--- config.mk ---
export PLATFORM = sky130hd
export DESIGN_NAME = flashDmaEngine
export DESIGN_NICKNAME = d
export VERILOG_FILES = /design/src/rtl/fdmaPkg.sv /design/src/rtl/fdmaDatapath.sv /design/src/rtl/fdmaCtrl.sv /design/src/rtl/flashDmaEngine.sv
export SDC_FILE = /design/constraint.sdc
export NUM_CORES = 1
export LEC_CHECK = 0
export BUFFER_PORTS_ARGS = -buffer_cell sky130_fd_sc_hd__buf_4
export CAP_MARGIN = 20
export CORE_MARGIN = 3
export CORE_UTILIZATION = 59
export CTS_CLUSTER_DIAMETER = 80
export DETAILED_ROUTE_END_ITERATION = 12
export GPL_ROUTABILITY_DRIVEN = 1
export GPL_TIMING_DRIVEN = 0
export PLACE_DENSITY = 0.91
export REMOVE_ABC_BUFFERS = 1
export SETUP_SLACK_MARGIN = 0.3
export SLEW_MARGIN = 40
export SYNTH_ARGS = -nofsm -noshare
export SYNTH_HDL_FRONTEND = slang
export SYNTH_SLANG_ARGS = --single-unit
export TNS_END_PERCENT = 10
--- constraint.sdc ---
create_clock -name clk -period 4.5 [get_ports clk]
set_input_delay 0.45 -clock clk [delete_from_list [all_inputs] [get_ports clk]]
set_output_delay 0.45 -clock clk [all_outputs]
set_load 0.1 [all_outputs]
--- src/rtl/fdmaPkg.sv ---
package fdmaPkg;

  typedef enum logic [2:0] {
    ST_IDLE,
    ST_RD_REQ,
    ST_RD_RSP,
    ST_WR_REQ,
    ST_WR_RSP
  } dmaState_t;

  // Strobes from the sequencer into the datapath
  typedef struct packed {
    logic loadData;
    logic stepFlash;
    logic stepDram;
    logic stepLen;
    logic addSum;
  } dpStrobe_t;

  localparam logic [2:0] REG_MODE   = 3'd0;
  localparam logic [2:0] REG_FPTR   = 3'd1;
  localparam logic [2:0] REG_DPTR   = 3'd2;
  localparam logic [2:0] REG_LEN    = 3'd3;
  localparam logic [2:0] REG_SUM    = 3'd4;
  localparam logic [2:0] REG_STATUS = 3'd5;

  localparam int BIT_GO   = 0;
  localparam int BIT_DIR  = 1;
  localparam int BIT_SUM  = 2;
  localparam int BIT_DONE = 1;
  localparam int BIT_ERR  = 2;

endpackage

--- src/rtl/fdmaDatapath.sv ---
module fdmaDatapath
  import fdmaPkg::*;
#(
  parameter int ADDR_W = 32,
  parameter int DATA_W = 32
) (
  input  logic              clk,
  input  logic              rstN,
  input  logic              regWrEn,
  input  logic [2:0]        regAddr,
  input  logic [DATA_W-1:0] regWrData,
  input  logic              cfgLock,
  input  dpStrobe_t         strobe,
  input  logic              srcIsDram,
  input  logic [DATA_W-1:0] flashRspData,
  input  logic [DATA_W-1:0] dramRspData,
  output logic [ADDR_W-1:0] flashPtr,
  output logic [ADDR_W-1:0] dramPtr,
  output logic [ADDR_W-1:0] xferLen,
  output logic [DATA_W-1:0] sumAcc,
  output logic [DATA_W-1:0] dataBuf,
  output logic              lenZero,
  output logic              lenLast
);

  localparam int STEP_BYTES = DATA_W / 8;
  localparam int LSB_W      = $clog2(STEP_BYTES);
  localparam logic [ADDR_W-1:0] STEP_A = ADDR_W'(STEP_BYTES);

  logic cfgWr;
  assign cfgWr = regWrEn && !cfgLock;

  always_ff @(posedge clk) begin
    if (!rstN) begin
      flashPtr <= '0;
      dramPtr  <= '0;
      xferLen  <= '0;
      sumAcc   <= '0;
      dataBuf  <= '0;
    end else begin
      if (cfgWr) begin
        case (regAddr)
          REG_FPTR: flashPtr <= regWrData[ADDR_W-1:0];
          REG_DPTR: dramPtr  <= regWrData[ADDR_W-1:0];
          REG_LEN:  xferLen  <= {regWrData[ADDR_W-1:LSB_W], {LSB_W{1'b0}}};
          REG_SUM:  sumAcc   <= regWrData;
          default: ;
        endcase
      end
      if (strobe.loadData)  dataBuf  <= srcIsDram ? dramRspData : flashRspData;
      if (strobe.addSum)    sumAcc   <= sumAcc + flashRspData;
      if (strobe.stepFlash) flashPtr <= flashPtr + STEP_A;
      if (strobe.stepDram)  dramPtr  <= dramPtr + STEP_A;
      if (strobe.stepLen)   xferLen  <= xferLen - STEP_A;
    end
  end

  assign lenZero = (xferLen == '0);
  assign lenLast = (xferLen == STEP_A);

endmodule

--- src/rtl/fdmaCtrl.sv ---
module fdmaCtrl
  import fdmaPkg::*;
(
  input  logic      clk,
  input  logic      rstN,
  input  logic      regWrEn,
  input  logic [2:0] regAddr,
  input  logic [2:0] regWrBits,
  input  logic      lenZero,
  input  logic      lenLast,
  input  logic      flashReqReady,
  input  logic      flashRspValid,
  input  logic      flashRspErr,
  input  logic      dramReqReady,
  input  logic      dramRspValid,
  input  logic      dramRspErr,
  output logic      flashReqValid,
  output logic      flashReqWrite,
  output logic      dramReqValid,
  output logic      dramReqWrite,
  output dpStrobe_t strobe,
  output logic      busy,
  output logic      doneFlag,
  output logic      errFlag,
  output logic      toFlash,
  output logic      sumMode
);

  dmaState_t state, nextState;
  logic modeWr, statWr, goReq, badMode;
  logic srcReady, srcRspValid, srcRspErr;
  logic dstReady, dstRspValid, dstRspErr;
  logic doneSet, errSet, readPhase, writePhase;

  assign modeWr  = regWrEn && (regAddr == REG_MODE);
  assign statWr  = regWrEn && (regAddr == REG_STATUS);
  assign goReq   = modeWr && regWrBits[BIT_GO] && (state == ST_IDLE);
  assign badMode = regWrBits[BIT_SUM] && regWrBits[BIT_DIR];

  // Source is DRAM when moving toward flash; destination is the other side
  assign srcReady    = toFlash ? dramReqReady  : flashReqReady;
  assign srcRspValid = toFlash ? dramRspValid  : flashRspValid;
  assign srcRspErr   = toFlash ? dramRspErr    : flashRspErr;
  assign dstReady    = toFlash ? flashReqReady : dramReqReady;
  assign dstRspValid = toFlash ? flashRspValid : dramRspValid;
  assign dstRspErr   = toFlash ? flashRspErr   : dramRspErr;

  always_comb begin
    nextState = state;
    strobe    = '0;
    doneSet   = 1'b0;
    errSet    = 1'b0;
    case (state)
      ST_IDLE: begin
        if (goReq) begin
          if (badMode)      errSet    = 1'b1;
          else if (lenZero) doneSet   = 1'b1;
          else              nextState = ST_RD_REQ;
        end
      end
      ST_RD_REQ: if (srcReady) nextState = ST_RD_RSP;
      ST_RD_RSP: begin
        if (srcRspValid) begin
          if (srcRspErr) begin
            errSet    = 1'b1;
            nextState = ST_IDLE;
          end else if (sumMode) begin
            strobe.addSum    = 1'b1;
            strobe.stepFlash = 1'b1;
            strobe.stepLen   = 1'b1;
            if (lenLast) begin
              doneSet   = 1'b1;
              nextState = ST_IDLE;
            end else begin
              nextState = ST_RD_REQ;
            end
          end else begin
            strobe.loadData = 1'b1;
            nextState       = ST_WR_REQ;
          end
        end
      end
      ST_WR_REQ: if (dstReady) nextState = ST_WR_RSP;
      ST_WR_RSP: begin
        if (dstRspValid) begin
          if (dstRspErr) begin
            errSet    = 1'b1;
            nextState = ST_IDLE;
          end else begin
            strobe.stepFlash = 1'b1;
            strobe.stepDram  = 1'b1;
            strobe.stepLen   = 1'b1;
            if (lenLast) begin
              doneSet   = 1'b1;
              nextState = ST_IDLE;
            end else begin
              nextState = ST_RD_REQ;
            end
          end
        end
      end
      default: nextState = ST_IDLE;
    endcase
  end

  always_ff @(posedge clk) begin
    if (!rstN) begin
      state    <= ST_IDLE;
      toFlash  <= 1'b0;
      sumMode  <= 1'b0;
      doneFlag <= 1'b0;
      errFlag  <= 1'b0;
    end else begin
      state <= nextState;
      if (modeWr && state == ST_IDLE) begin
        toFlash <= regWrBits[BIT_DIR];
        sumMode <= regWrBits[BIT_SUM];
      end
      // A set in the same cycle as a clear wins
      doneFlag <= doneSet | (doneFlag & ~(statWr & regWrBits[BIT_DONE]));
      errFlag  <= errSet  | (errFlag  & ~(statWr & regWrBits[BIT_ERR]));
    end
  end

  assign busy       = (state != ST_IDLE);
  assign readPhase  = (state == ST_RD_REQ);
  assign writePhase = (state == ST_WR_REQ);

  assign flashReqValid = (readPhase && !toFlash) || (writePhase && toFlash);
  assign dramReqValid  = (readPhase && toFlash) || (writePhase && !toFlash);
  assign flashReqWrite = writePhase;
  assign dramReqWrite  = writePhase;

  p_one_master_r11: assert property (@(posedge clk) disable iff (!rstN)
    !(flashReqValid && dramReqValid));

  p_sum_no_dram_r4: assert property (@(posedge clk) disable iff (!rstN)
    (busy && sumMode) |-> !dramReqValid);

  p_no_bad_run_r5: assert property (@(posedge clk) disable iff (!rstN)
    busy |-> !(sumMode && toFlash));

  p_err_ends_run_r8: assert property (@(posedge clk) disable iff (!rstN)
    $rose(errFlag) |-> !busy);

endmodule

--- src/rtl/flashDmaEngine.sv ---
module flashDmaEngine
  import fdmaPkg::*;
#(
  parameter int ADDR_W = 32,
  parameter int DATA_W = 32
) (
  input  logic              clk,
  input  logic              rstN,
  input  logic              regWrEn,
  input  logic [2:0]        regAddr,
  input  logic [DATA_W-1:0] regWrData,
  output logic [DATA_W-1:0] regRdData,
  output logic              busy,
  output logic              doneFlag,
  output logic              errFlag,
  output logic              flashReqValid,
  input  logic              flashReqReady,
  output logic              flashReqWrite,
  output logic [ADDR_W-1:0] flashReqAddr,
  output logic [DATA_W-1:0] flashReqWdata,
  input  logic              flashRspValid,
  input  logic [DATA_W-1:0] flashRspData,
  input  logic              flashRspErr,
  output logic              dramReqValid,
  input  logic              dramReqReady,
  output logic              dramReqWrite,
  output logic [ADDR_W-1:0] dramReqAddr,
  output logic [DATA_W-1:0] dramReqWdata,
  input  logic              dramRspValid,
  input  logic [DATA_W-1:0] dramRspData,
  input  logic              dramRspErr
);

  localparam logic [ADDR_W-1:0] STEP_A = ADDR_W'(DATA_W / 8);

  dpStrobe_t         strobe;
  logic              toFlash, sumMode, lenZero, lenLast;
  logic [ADDR_W-1:0] flashPtr, dramPtr, xferLen;
  logic [DATA_W-1:0] sumAcc, dataBuf;

  fdmaCtrl uCtrl (
    .clk(clk), .rstN(rstN),
    .regWrEn(regWrEn), .regAddr(regAddr), .regWrBits(regWrData[2:0]),
    .lenZero(lenZero), .lenLast(lenLast),
    .flashReqReady(flashReqReady), .flashRspValid(flashRspValid), .flashRspErr(flashRspErr),
    .dramReqReady(dramReqReady), .dramRspValid(dramRspValid), .dramRspErr(dramRspErr),
    .flashReqValid(flashReqValid), .flashReqWrite(flashReqWrite),
    .dramReqValid(dramReqValid), .dramReqWrite(dramReqWrite),
    .strobe(strobe), .busy(busy), .doneFlag(doneFlag), .errFlag(errFlag),
    .toFlash(toFlash), .sumMode(sumMode)
  );

  fdmaDatapath #(.ADDR_W(ADDR_W), .DATA_W(DATA_W)) uPath (
    .clk(clk), .rstN(rstN),
    .regWrEn(regWrEn), .regAddr(regAddr), .regWrData(regWrData),
    .cfgLock(busy), .strobe(strobe), .srcIsDram(toFlash),
    .flashRspData(flashRspData), .dramRspData(dramRspData),
    .flashPtr(flashPtr), .dramPtr(dramPtr), .xferLen(xferLen),
    .sumAcc(sumAcc), .dataBuf(dataBuf),
    .lenZero(lenZero), .lenLast(lenLast)
  );

  assign flashReqAddr  = flashPtr;
  assign dramReqAddr   = dramPtr;
  assign flashReqWdata = dataBuf;
  assign dramReqWdata  = dataBuf;

  always_comb begin
    case (regAddr)
      REG_MODE:   regRdData = DATA_W'({sumMode, toFlash, 1'b0});
      REG_FPTR:   regRdData = DATA_W'(flashPtr);
      REG_DPTR:   regRdData = DATA_W'(dramPtr);
      REG_LEN:    regRdData = DATA_W'(xferLen);
      REG_SUM:    regRdData = sumAcc;
      REG_STATUS: regRdData = DATA_W'({errFlag, doneFlag, busy});
      default:    regRdData = '0;
    endcase
  end

  p_hold_flash_r11: assert property (@(posedge clk) disable iff (!rstN)
    (flashReqValid && !flashReqReady) |=>
      (flashReqValid && $stable(flashReqAddr) && $stable(flashReqWrite)));

  p_hold_dram_r11: assert property (@(posedge clk) disable iff (!rstN)
    (dramReqValid && !dramReqReady) |=>
      (dramReqValid && $stable(dramReqAddr) && $stable(dramReqWrite)));

  p_len_step_r7: assert property (@(posedge clk) disable iff (!rstN)
    (busy && $past(busy) && xferLen != $past(xferLen)) |->
      (xferLen == $past(xferLen) - STEP_A));

endmodule

== Yosys cells after proc, flatten, opt, wreduce, memory -nomap -nowiden ==
Cells that the tools add are included.

* Bits in read-only memories: 0
* Output and inout port bits: 167
* Memory bits (writable): 0
* Latch bits: 0
* Register bits after elaboration: 167
* Word-level logic and storage cells: 134
* Bits of input ports: 108
* Memories kept: 0

* Div/mod/pow operators: 0
* Reductions and logical operators: 32
* Add/sub/neg operators: 4
* Bitwise operators: 8
* Magnitude comparators: 0
* Shifts and indexed selects: 0
* Eq/ne operators: 17
* Multipliers: 0
* Muxes and demuxes: 63

{| class="wikitable"
|+ Operator list
! cell !! number
|-
| $mux 32 || 13
|-
| $pmux 32 s6 || 1
|-
| $add 32x3->32 const B || 2
|-
| $mux 3 || 11
|-
| $add 32x32->32 || 1
|-
| $eq 32x3->1 const B || 1
|-
| $logic_not 32->1 || 1
|-
| $sub 32x3->32 const B || 1
|-
| $mux 1 || 28
|-
| $reduce_bool 2->1 || 8
|-
| $pmux 3 s5 || 1
|-
| $eq 3x2->1 const B || 4
|-
| $logic_and 1x1->1 || 11
|-
| $mux 2 || 5
|-
| $ne 2x1->1 const B || 5
|-
| $eq 3x3->1 const B || 3
|-
| $reduce_and 2->1 || 4
|-
| $reduce_and 7->1 || 1
|-
| $eq 3x1->1 const B || 2
|-
| $logic_not 3->1 || 2
|-
| $pmux 1 s3 || 2
|-
| $and 1x1->1 || 4
|-
| $ne 2x2->1 const B || 2
|-
| $pmux 1 s2 || 2
|-
| 5 further kinds || 9
|}

== Logic depth before layout (Yosys ltp) ==
Gate-level depths: netlist of run 1.

* Depth in word-level cells: 7
* Gate-level depth with buffers: 11
* Mapped depth without buffers: 9

== Cells and area by module ==
Synthesis of run 1 repeated with hierarchy kept, for this count alone.

* Cells, all modules: 1484
* Area total of the unflattened synthesis: 11557.3 um^2

{| class="wikitable"
|+ Modules (own cells, without submodules)
! module !! area each (um^2) !! times used !! cells each !! seq. area each (um^2)
|-
| fdmaDatapath || 9550.4 || 1 || 1226 || 3163.0
|-
| flashDmaEngine || 1390.1 || 1 || 186 || 0.0
|-
| fdmaCtrl || 616.8 || 1 || 72 || 140.1
|}

== Worst setup path after synthesis of run 1 ==
No wires, ideal clock.

* Path kind: register -> output
* Start: register uPath.dramPtr[2]
* End: output port regRdData[2]
* Arrival time: 2.941 ns
* Buffers on the path: 0
* Path slack: 1.109 ns
* Data required time: 4.050 ns
* Stages on the path, launching flop included: 5
* Cells stage by stage: dfxtp_1 > mux2i_1 > nor2_1 > a21oi_1 > o221ai_1

* Cells in the longest elaborated chain, start to end: 1

{| class="wikitable"
|+ Ends and longest elaborated chain
! element !! line !! source
|-
| start: declaration || fdmaDatapath.sv:18 || <nowiki>output logic [ADDR_W-1:0] dramPtr,</nowiki>
|-
| start signal: assignment || fdmaDatapath.sv:44 || <nowiki>REG_DPTR: dramPtr <= regWrData[ADDR_W-1:0];</nowiki>
|-
| start signal: assignment || fdmaDatapath.sv:53 || <nowiki>if (strobe.stepDram) dramPtr <= dramPtr + STEP_A;</nowiki>
|-
| $pmux 32 s6 || flashDmaEngine.sv:69 || <nowiki>case (regAddr)</nowiki>
|-
| end: declaration || flashDmaEngine.sv:12 || <nowiki>output logic [DATA_W-1:0] regRdData,</nowiki>
|}

No other way between the ends.

== Worst setup path after layout of run 1 ==
* Start: register uCtrl.state[1]
* End: register uPath.xferLen[30]

* Cells in the longest elaborated chain, start to end: 5
* Elaborated cells between the ends (all ways): 10
* Those cells by class: 2 x eq/ne; 2 x mux; 6 x reduce/logical

{| class="wikitable"
|+ Ends and longest elaborated chain
! element !! line !! source
|-
| start: declaration || fdmaCtrl.sv:29 || <nowiki>dmaState_t state, nextState;</nowiki>
|-
| start signal: assignment || fdmaCtrl.sv:114 || <nowiki>state <= nextState;</nowiki>
|-
| branches (longest 5 deep; another with $eq 3x3->1) || - ||
|-
| end signal: assignment || fdmaDatapath.sv:45 || <nowiki>REG_LEN: xferLen <= {regWrData[ADDR_W-1:LSB_W], {LSB_W{1'b0}}};</nowiki>
|-
| end signal: assignment || fdmaDatapath.sv:54 || <nowiki>if (strobe.stepLen) xferLen <= xferLen - STEP_A;</nowiki>
|-
| end: declaration || fdmaDatapath.sv:19 || <nowiki>output logic [ADDR_W-1:0] xferLen,</nowiki>
|}

Several ways; the timed one is not identified.
A chain may end at the register's enable or synchronous reset.

==> results summary, run 1 <==
The number of global-route vias before repair is 11700. The overall fraction of global-route tracks in use is 36.8%. The global route total overflow is 0. The power density normalized to cell area is 268 nW/um^2.

The overall die height is 145 um. The synthesis-to-layout area growth came out at 22.5%. The final core area utilization is 74.0%. The hold buffer count at CTS is 0. The worst setup path is launched from a flip-flop. The share of cells above drive strength 1 came out at 22.1%. The number of warnings reported in the yosys synthesis log is 0. The data arrival at the endpoint of the critical path is 3.79 ns. The chip width is 145 um. The largest delay contributor family on the critical path is simple AND/OR/NAND/NOR gates. The path type of the worst setup path is flip-flop to flip-flop. The final count of hold timing violations came out at 0. For this configuration, the core starts out at a cell density of 60.4%.

The worst pin sits at a relative slew slack of 46.0%. The post-CTS repair timing setup buffer count came out at 0. The worst voltage drop across the vdd grid is 291 uV. The detailed router's first-iteration violation count is 1731.

Timing would allow up to 0.288 GHz. The number of routed nets with antenna violations is 0. The total count of max-transition violations in the final report came out at 0. The clock drives 165 sinks. In this run the core area contains 50 standard-cell rows. The static leakage is 5.47 nW. Buffers placed on the I/O ports in this run total 274. Setup repair after global routing left no endpoint under its margin. The average wire length per cell after detail routing is 21.3 um.

After clock tree synthesis, the clock-pin slew on the worst setup and hold paths is 0.08 ns. The run finished with clean final reports. The largest fanout of any net on the critical path came out at 15. The area after detailed placement is 13300 sq um. The largest individual stage delay along the critical path comes from the cell sky130_fd_sc_hd__nand4_1. The detailed router put a total of 14900 um of wire on met1. The number of resized instances in the post-cts repair step came out at 0. The fraction of registers with async set or reset after synthesis is 0%. The final critical path takes up 77.1% of the cycle. The detailed-routing iteration count for the pre-antenna-repair pass is 7. 275 I/O pins were placed. The post-synthesis instance total came out at 1493. The signal on the critical path passes through nor3b_1 > and4_1 > a221o_1 > nand4_1 > or2_1 > o2111ai_1 > o211ai_1.

The number of H-tree branching levels is 4. The total of max-cap violations came out at 0. The clock latency reported for the late side of the worst-skew pair is 0.45 ns. The met2 layer wire length in the routed design is 18900 um.

The first-pass GRT wire length came out at 61900 um. The uppermost signal routing layer after detailed routing is met4. The required time of the critical path came out at 4.82 ns. Dividing the detail-routed via count by the number of cells gives 6.86.

TritonCTS built the clock tree. The sequential cell area fraction in the yosys report came out at 29.0%. For this block, the via count after detailed routing is 13300. The final setup violation count came out at 0. The number of buffers and inverters on the critical path is 0. The initial antenna violation count is 0. The synthesized design contains 0 enable-type register cells. The slew at the pin closest to its max-slew limit came out at 0.807 ns. The half-perimeter wire length after placement is 30100 um. STA classifies the critical path endpoint as a flip-flop. In the routed design, unresolved DRC markers number 0. For this run, the leading register cell type out of synthesis is sky130_fd_sc_hd__dfxtp_1.

The die covers 21000 sq um. The number of antenna cells inserted came out at 0. Hold is met by 0.284 ns. The average size of a mapped cell is 7.62 sq um.

The number of buffers created by CTS is 17. The path class of the tightest hold or removal check is input port to flip-flop. The number of nets in the finished design came out at 1807. Clock skew on the completed layout was measured at 0.0129 ns. The number of buffers on the longest clock path is 2.

In the detailed route, the total length drawn on met3 is 5630 um. The area of the mapped netlist came out at 11400 sq um. The finished cells cover 13900 sq um.

After floorplanning, the core was sized to cover 18800 sq um. The largest incremental delay on the critical path is 0.69 ns. The root buffer cell chosen for the clock tree is sky130_fd_sc_hd__clkbuf_16.

The aggregate routed wire length came out at 41200 um. The count of different cell masters after synthesis came out at 82. Entering global routing, the biggest net connects 79 pins. Routability-driven placement finished with a final weighted congestion of 1.03. The minimum clock period after layout is 3.47 ns.

Counting the fill cells in the layout gives 1395. The register bit count reported by yosys is 165.
tightest hold or removal path, stage by stage:
cell	delay [ns]
sky130_fd_sc_hd__buf_4	0.14
sky130_fd_sc_hd__nand2_1	0.06
sky130_fd_sc_hd__a21oi_1	0.05
final cells by class:
cell class              instances  area (sq um)  area share, %
inverters                      22          90.1          0.647
flip-flops and latches        165          3310           23.7
well taps                     260           325           2.33
clock buffers                  17           425           3.05
multi-input cells            1165          7380           53.0
clock inverters                15           159           1.14
repair buffers                291          2240           16.1
layout by cell type (no fill, tap or decap), types with 11 or more instances in the layout:
master / netlist / layout
sky130_fd_sc_hd__nand4_1: 18 / 18
sky130_fd_sc_hd__nand3_1: 47 / 47
sky130_fd_sc_hd__a211oi_1: 53 / 53
sky130_fd_sc_hd__xnor2_1: 16 / 16
sky130_fd_sc_hd__clkbuf_16: 0 / 17
sky130_fd_sc_hd__ha_1: 36 / 36
sky130_fd_sc_hd__mux2i_1: 41 / 41
sky130_fd_sc_hd__a22o_1: 29 / 29
sky130_fd_sc_hd__a221o_1: 31 / 31
sky130_fd_sc_hd__buf_4: 33 / 282
sky130_fd_sc_hd__a22oi_1: 12 / 12
sky130_fd_sc_hd__a21oi_1: 158 / 158
sky130_fd_sc_hd__inv_1: 21 / 21
sky130_fd_sc_hd__nor3_1: 31 / 30
sky130_fd_sc_hd__nor4_1: 28 / 26
sky130_fd_sc_hd__a311oi_1: 13 / 13
sky130_fd_sc_hd__a221oi_1: 13 / 13
sky130_fd_sc_hd__o211ai_1: 20 / 20
sky130_fd_sc_hd__a21o_1: 29 / 29
sky130_fd_sc_hd__nand2_1: 190 / 185
sky130_fd_sc_hd__a31oi_1: 23 / 23
sky130_fd_sc_hd__dfxtp_1: 165 / 164
sky130_fd_sc_hd__o311ai_0: 14 / 14
sky130_fd_sc_hd__o21ai_0: 54 / 54
sky130_fd_sc_hd__and3_1: 31 / 31
sky130_fd_sc_hd__nor2_1: 127 / 125
sky130_fd_sc_hd__xor2_1: 11 / 11
Yosys cell counts, types with 31 or more instances:
library cell	instances	share of area (%)
sky130_fd_sc_hd__nand2_1	190	6.3
sky130_fd_sc_hd__dfxtp_1	165	29
sky130_fd_sc_hd__a21oi_1	158	7.0
sky130_fd_sc_hd__nor2_1	127	4.2
sky130_fd_sc_hd__clkbuf_1	89	2.9
sky130_fd_sc_hd__o21ai_0	54	2.4
sky130_fd_sc_hd__a211oi_1	53	3.5
sky130_fd_sc_hd__nand3_1	47	2.1
sky130_fd_sc_hd__mux2i_1	41	3.6
sky130_fd_sc_hd__ha_1	36	4.0
sky130_fd_sc_hd__buf_4	33	2.2
sky130_fd_sc_hd__a221o_1	31	2.7
sky130_fd_sc_hd__and3_1	31	1.7
sky130_fd_sc_hd__nor3_1	31	1.4
sequential cells by signal, indices dropped and copies added, names as in the netlist:
name	cells
uPath.dataBuf	32
uPath.dramPtr	32
uPath.flashPtr	32
uPath.sumAcc	32
uPath.xferLen	30
uCtrl.state	3
uCtrl.doneFlag	1
uCtrl.errFlag	1
uCtrl.sumMode	1
uCtrl.toFlash	1
power by group:
part,internal (mW),total [mW],leakage (nW),switching [mW]
combinational,0.229,0.694,3.86,0.465
sequential,1.49,1.54,1.33,0.0482
clock,0.788,1.51,0.280,0.719
total,2.51,3.74,5.47,1.23
routing by layer:
| layer | up-vias | global-route usage, % |
|---|---|---|
| li1 | 5928 | - |
| met1 | 6094 | 47.2 |
| met2 | 1062 | 60.2 |
| met3 | 188 | 8.54 |
| met4 | 0 | 14.6 |
| met5 | - | 0 |
cells by family (layout without fill, tap and decap cells):
kind of cell             count (synthesis)  in the layout  synth area share [%]
AO/OA/AOI/OAI                          509            509                  30.7
XOR/XNOR                                27             27                  2.08
adder cells (fa/ha/maj)                 37             37                  4.14
buffers and inverters                  163            345                  6.81
flip-flops                             165            165                  29.0
multiplexers                            52             52                  4.70
AND/OR/NAND/NOR                        540            540                  22.5
worst paths after layout:
check | depth (start not counted) | slack [ns] | endpoint | startpoint
hold / removal | 3 | 0.28 | uPath.flashPtr[25]$_SDFFE_PN0P_ | regWrData[25]
setup / recovery | 7 | 1.03 | uPath.xferLen[30]$_SDFFE_PN0P_ | uCtrl.state[1]$_SDFFE_PN0P_
setup reg to reg | 7 | 1.03 | uPath.xferLen[30]$_SDFFE_PN0P_ | uCtrl.state[1]$_SDFFE_PN0P_
hold reg to reg | 2 | 0.48 | uPath.dramPtr[0]$_SDFFE_PN0P_ | uPath.dramPtr[0]$_SDFFE_PN0P_
metrics by stage:
step                      setup slack, ns  cells  setup TNS (ns)  power (mW)
after floorplan                     0.113   1352               0        1.98
after global placement              -1.76   1886         -148.07        2.21
after global routing                0.925   1935               0        3.82
after detailed placement             1.16   1903               0        2.24
final                                1.03   1935               0        3.74
after CTS                            1.20   1935               0        3.70
(Power assumes the default switching activity.)
==> inputs of run 2 (changes only) <==
--- a/config.mk
+++ b/config.mk
@@ -5,15 +5,16 @@
 export SDC_FILE = /design/constraint.sdc
 export NUM_CORES = 1
 export LEC_CHECK = 0
+export ABC_AREA = 1
 export BUFFER_PORTS_ARGS = -buffer_cell sky130_fd_sc_hd__buf_4
 export CAP_MARGIN = 20
 export CORE_MARGIN = 3
-export CORE_UTILIZATION = 59
+export CORE_UTILIZATION = 56
 export CTS_CLUSTER_DIAMETER = 80
 export DETAILED_ROUTE_END_ITERATION = 12
 export GPL_ROUTABILITY_DRIVEN = 1
 export GPL_TIMING_DRIVEN = 0
-export PLACE_DENSITY = 0.91
+export PLACE_DENSITY = 0.86
 export REMOVE_ABC_BUFFERS = 1
 export SETUP_SLACK_MARGIN = 0.3
 export SLEW_MARGIN = 40
==> constraint.sdc (replaced) <==
create_clock -name clk -period 3.24 [get_ports clk]
set_input_delay 0.324 -clock clk [delete_from_list [all_inputs] [get_ports clk]]
set_output_delay 0.324 -clock clk [all_outputs]
set_load 0.1 [all_outputs]
==> run 2 against run 1 <==
Area after synthesis up 12%. Combinational power rose to 3.9 times the previous value. Clock power rose by 41%.
==> results summary, run 2 <==
The fraction of registers with async set or reset after synthesis came out at 0%. The simple-gate share of the synthesized area is 31.5%. The number of flops mapped to enable cells by yosys came out at 0. Setup violations remaining at the end of the flow were counted as 0. The final critical path takes up 86.1% of the cycle. CTS placed an instance of sky130_fd_sc_hd__clkbuf_16 at the clock tree root.

The count of port buffers added during placement is 274. Of all cell types, the one taking the most synthesized area is sky130_fd_sc_hd__dfxtp_1. Summing over every cut layer, the via total after detailed routing is 15200.

The clock input transition at the sequential cells of the worst setup and hold paths came out at 0.08 ns. In the synthesized netlist, mux cells make up 0% of the area. The final count of hold timing violations came out at 0. The run finished with clean final reports. In this run the worst path has a maximum fanout of 42. Of the total synthesized cell area, the portion taken by full adders, half adders and majority gates is 3.70%. Dividing the detail-routed wire length by the instance count gives 18.3 um.

The overall fraction of global-route tracks in use came out at 36.6%. STA classifies the critical path endpoint as a flip-flop. After synthesis, the largest family of logic cells by area is simple AND/OR/NAND/NOR gates. Once the floorplan was initialized, standard cells occupied 57.7% of the core. The static leakage is 7.35 nW. The finished cells cover 15300 sq um. The chip width is 157 um. The number of nets in the finished design came out at 2446. The slew at the pin closest to its max-slew limit came out at 0.987 ns. The area of the mapped netlist came out at 12700 sq um. The number of buffers on the longest clock path is 2.

The initial antenna violation count is 0. The die outline area came out at 24500 sq um. The critical path is of the flip-flop to flip-flop type. The global-route met2 utilization came out at 60.2%. The synthesized design contains 165 register bits. The portion of synthesized cell area occupied by the leading cell type came out at 26.0%.

The area growth from synthesis to layout is 20.7%. Summed over all layers, the routed wires come to 47400 um. The number of cells in the finished layout apart from fillers is 2594.

After detailed routing, the number of vias per cell comes to 5.86. Routability-driven placement finished with a final weighted congestion of 1.05. By count the netlist is led by sky130_fd_sc_hd__nand2_1, sky130_fd_sc_hd__inv_1, sky130_fd_sc_hd__dfxtp_1.

In the layout the commonest cells are sky130_fd_sc_hd__nand2_1, sky130_fd_sc_hd__inv_1, sky130_fd_sc_hd__buf_4. The most heavily used metal layer in global routing is met2. The met1 routing resource usage after global routing came out at 47.0%. TritonCTS built the clock tree. The number of clock buffers added by TritonCTS is 17. The minimum clock period after layout is 2.79 ns.

The data arrival at the endpoint of the critical path came out at 3.19 ns. The later pin in the worst-skew pair is clocked with a latency of 0.45 ns. The average size of a mapped cell is 6.04 sq um. The total count of max-transition violations in the final report is 0. The count of different cell masters after synthesis came out at 52. Setup repair after global routing left no endpoint under its margin. The residual DRC count came out at 0. Leaving out fill and tap cells, the most frequent cell in the layout is sky130_fd_sc_hd__nand2_1. The worst min-delay path class is input port to flip-flop. The remaining max-slew budget at the tightest pin is 33.5%. The area after detailed placement came out at 14600 sq um. Entering global routing, the biggest net connects 85 pins. The worst voltage drop across the vdd grid came out at 361 uV. The clock drives 165 sinks. Detailed placement ended at an HPWL of 35800 um. After synthesis, the cell types taking the most area are sky130_fd_sc_hd__dfxtp_1, sky130_fd_sc_hd__nand2_1, sky130_fd_sc_hd__inv_1. In the synthesized netlist the dominant register cell turns out to be sky130_fd_sc_hd__dfxtp_1.

In this run the core area contains 54 standard-cell rows. The critical path launch point type is a flip-flop. Yosys instantiated no cell more often than sky130_fd_sc_hd__nand2_1. In this run the vertical extent of the chip is 157 um. The number of warnings reported in the yosys synthesis log is 0. The detailed-routing iteration count for the pre-antenna-repair pass is 6. The power density normalized to cell area is 469 nW/um^2. The sequential cell area fraction in the yosys report came out at 26.0%. The total power came out at 7.19 mW.

The share of cells above drive strength 1 came out at 15.7%. The compound-cell area share of the yosys netlist came out at 20.8%. The total overflow left after global routing is 0. The hold buffer count at CTS came out at 0.

275 I/O pins were placed. Timing would allow up to 0.358 GHz. The clock tree synthesis step divided the H-tree into 4 levels. The met3 track demand over resource in global routing is 6.55%. Counting the fill cells in the layout gives 1965. The detailed router's first-iteration violation count is 2053. The number of global-route vias before repair is 13800. The post-synthesis instance total came out at 2102. The number of antenna cells inserted is 0. The total of max-cap violations is 0. The core area is 22000 sq um. The clock skew after layout is 0.0124 ns. The number of routed nets with antenna violations is 0. The xor and xnor area share after synthesis is 3.31%. The first-pass GRT wire length came out at 71700 um. The required time of the critical path came out at 3.64 ns. The worst hold slack across all endpoints came out at 0.147 ns. The cell total after placement is 2552.
==> run 2: cell types whose count changed after synthesis, moves of 28 or more <==
cell	previous run	this run
sky130_fd_sc_hd__clkbuf_1	89	39
sky130_fd_sc_hd__nand2_1	190	594
sky130_fd_sc_hd__o22ai_1	2	48
sky130_fd_sc_hd__o21ai_0	54	145
sky130_fd_sc_hd__and3_1	31	1
sky130_fd_sc_hd__a211oi_1	53	4
sky130_fd_sc_hd__xor2_1	11	45
sky130_fd_sc_hd__a22o_1	29	0
sky130_fd_sc_hd__mux2i_1	41	0
sky130_fd_sc_hd__a31oi_1	23	53
sky130_fd_sc_hd__inv_1	21	311
sky130_fd_sc_hd__a221o_1	31	2
sky130_fd_sc_hd__a21o_1	29	1
sky130_fd_sc_hd__nand3_1	47	117
==> run 2: per-layer routing <==
layer  wire, um  up-vias
met4       2330        0
met3       5490      163
met2      21600      917
li1           -     7265
met1      18000     6853
met5          0        -
==> run 2: worst paths after layout <==
| kind | start | endpoint | slack [ns] | cells past startpoint |
|---|---|---|---|---|
| worst max-delay path | uCtrl.toFlash$_SDFFE_PN0P_ | uPath.xferLen[6]$_SDFFE_PN0P_ | 0.45 | 12 |
| worst min-delay path | dramRspData[5] | uPath.dataBuf[5]$_SDFFE_PN0P_ | 0.15 | 3 |
| worst max register to register | uCtrl.toFlash$_SDFFE_PN0P_ | uPath.xferLen[6]$_SDFFE_PN0P_ | 0.45 | 12 |
| worst min register to register | uPath.xferLen[29]$_SDFFE_PN0P_ | uPath.xferLen[29]$_SDFFE_PN0P_ | 0.47 | 2 |
==> run 2: logic make-up after synthesis <==
group                      after synthesis
DFF                                    165
AOI/OAI and AO/OA                      462
and+or+nand+nor                        956
buffers and inverters                  434
adders and majority gates               37
xor gates and xnor gates                48
==> run 2: power by group <==
group	switching, mW	internal, mW	leakage (nW)
sequential	0.173	2.15	1.34
clock	0.941	1.19	0.286
combinational	2.00	0.736	5.73
==> run 2: worst max-delay path, stage by stage (launching register included) <==
cell and delay (ns):
sky130_fd_sc_hd__dfxtp_4 0.43, sky130_fd_sc_hd__buf_16 0.19, sky130_fd_sc_hd__inv_4 0.32, sky130_fd_sc_hd__nand2_1 0.11, sky130_fd_sc_hd__nand2_1 0.10, sky130_fd_sc_hd__nor2_1 0.09, sky130_fd_sc_hd__nand2_4 0.27, sky130_fd_sc_hd__nand2_8 0.18
sky130_fd_sc_hd__nor2_4 0.43, sky130_fd_sc_hd__inv_2 0.20, sky130_fd_sc_hd__o211ai_1 0.21, sky130_fd_sc_hd__nand2_1 0.07, sky130_fd_sc_hd__inv_1 0.07
==> run 2: timing repair <==
item	in CTS	in global routing
resized for setup	7	5
pin swaps	2	1
gates cloned	2	3
endpoints found under the setup margin	121	91
buffers inserted	0	4
==> run 2: cell type report <==
cell class	instances	area, sq um	area share, %
repair inverters	1	5.00	0.0326
well taps	280	350	2.28
clock buffers	20	457	2.98
flip-flops and latches	165	3310	21.6
repair buffers	283	2210	14.4
clock inverters	12	143	0.930
multi-input cells	1507	7620	49.7
inverters	326	1250	8.15
==> run 2: stage by stage <==
| step | setup slack [ns] | util [%] | setup TNS [ns] |
|---|---|---|---|
| after floorplan | -1.17 | - | -14.66 |
| after global placement | -1.52 | 65.8 | -172.64 |
| after detailed placement | -0.620 | 66.2 | -20.58 |
| after CTS | 0.185 | 69.2 | 0 |
| after global routing | 0.369 | 69.6 | 0 |
| final | 0.449 | 69.6 | 0 |
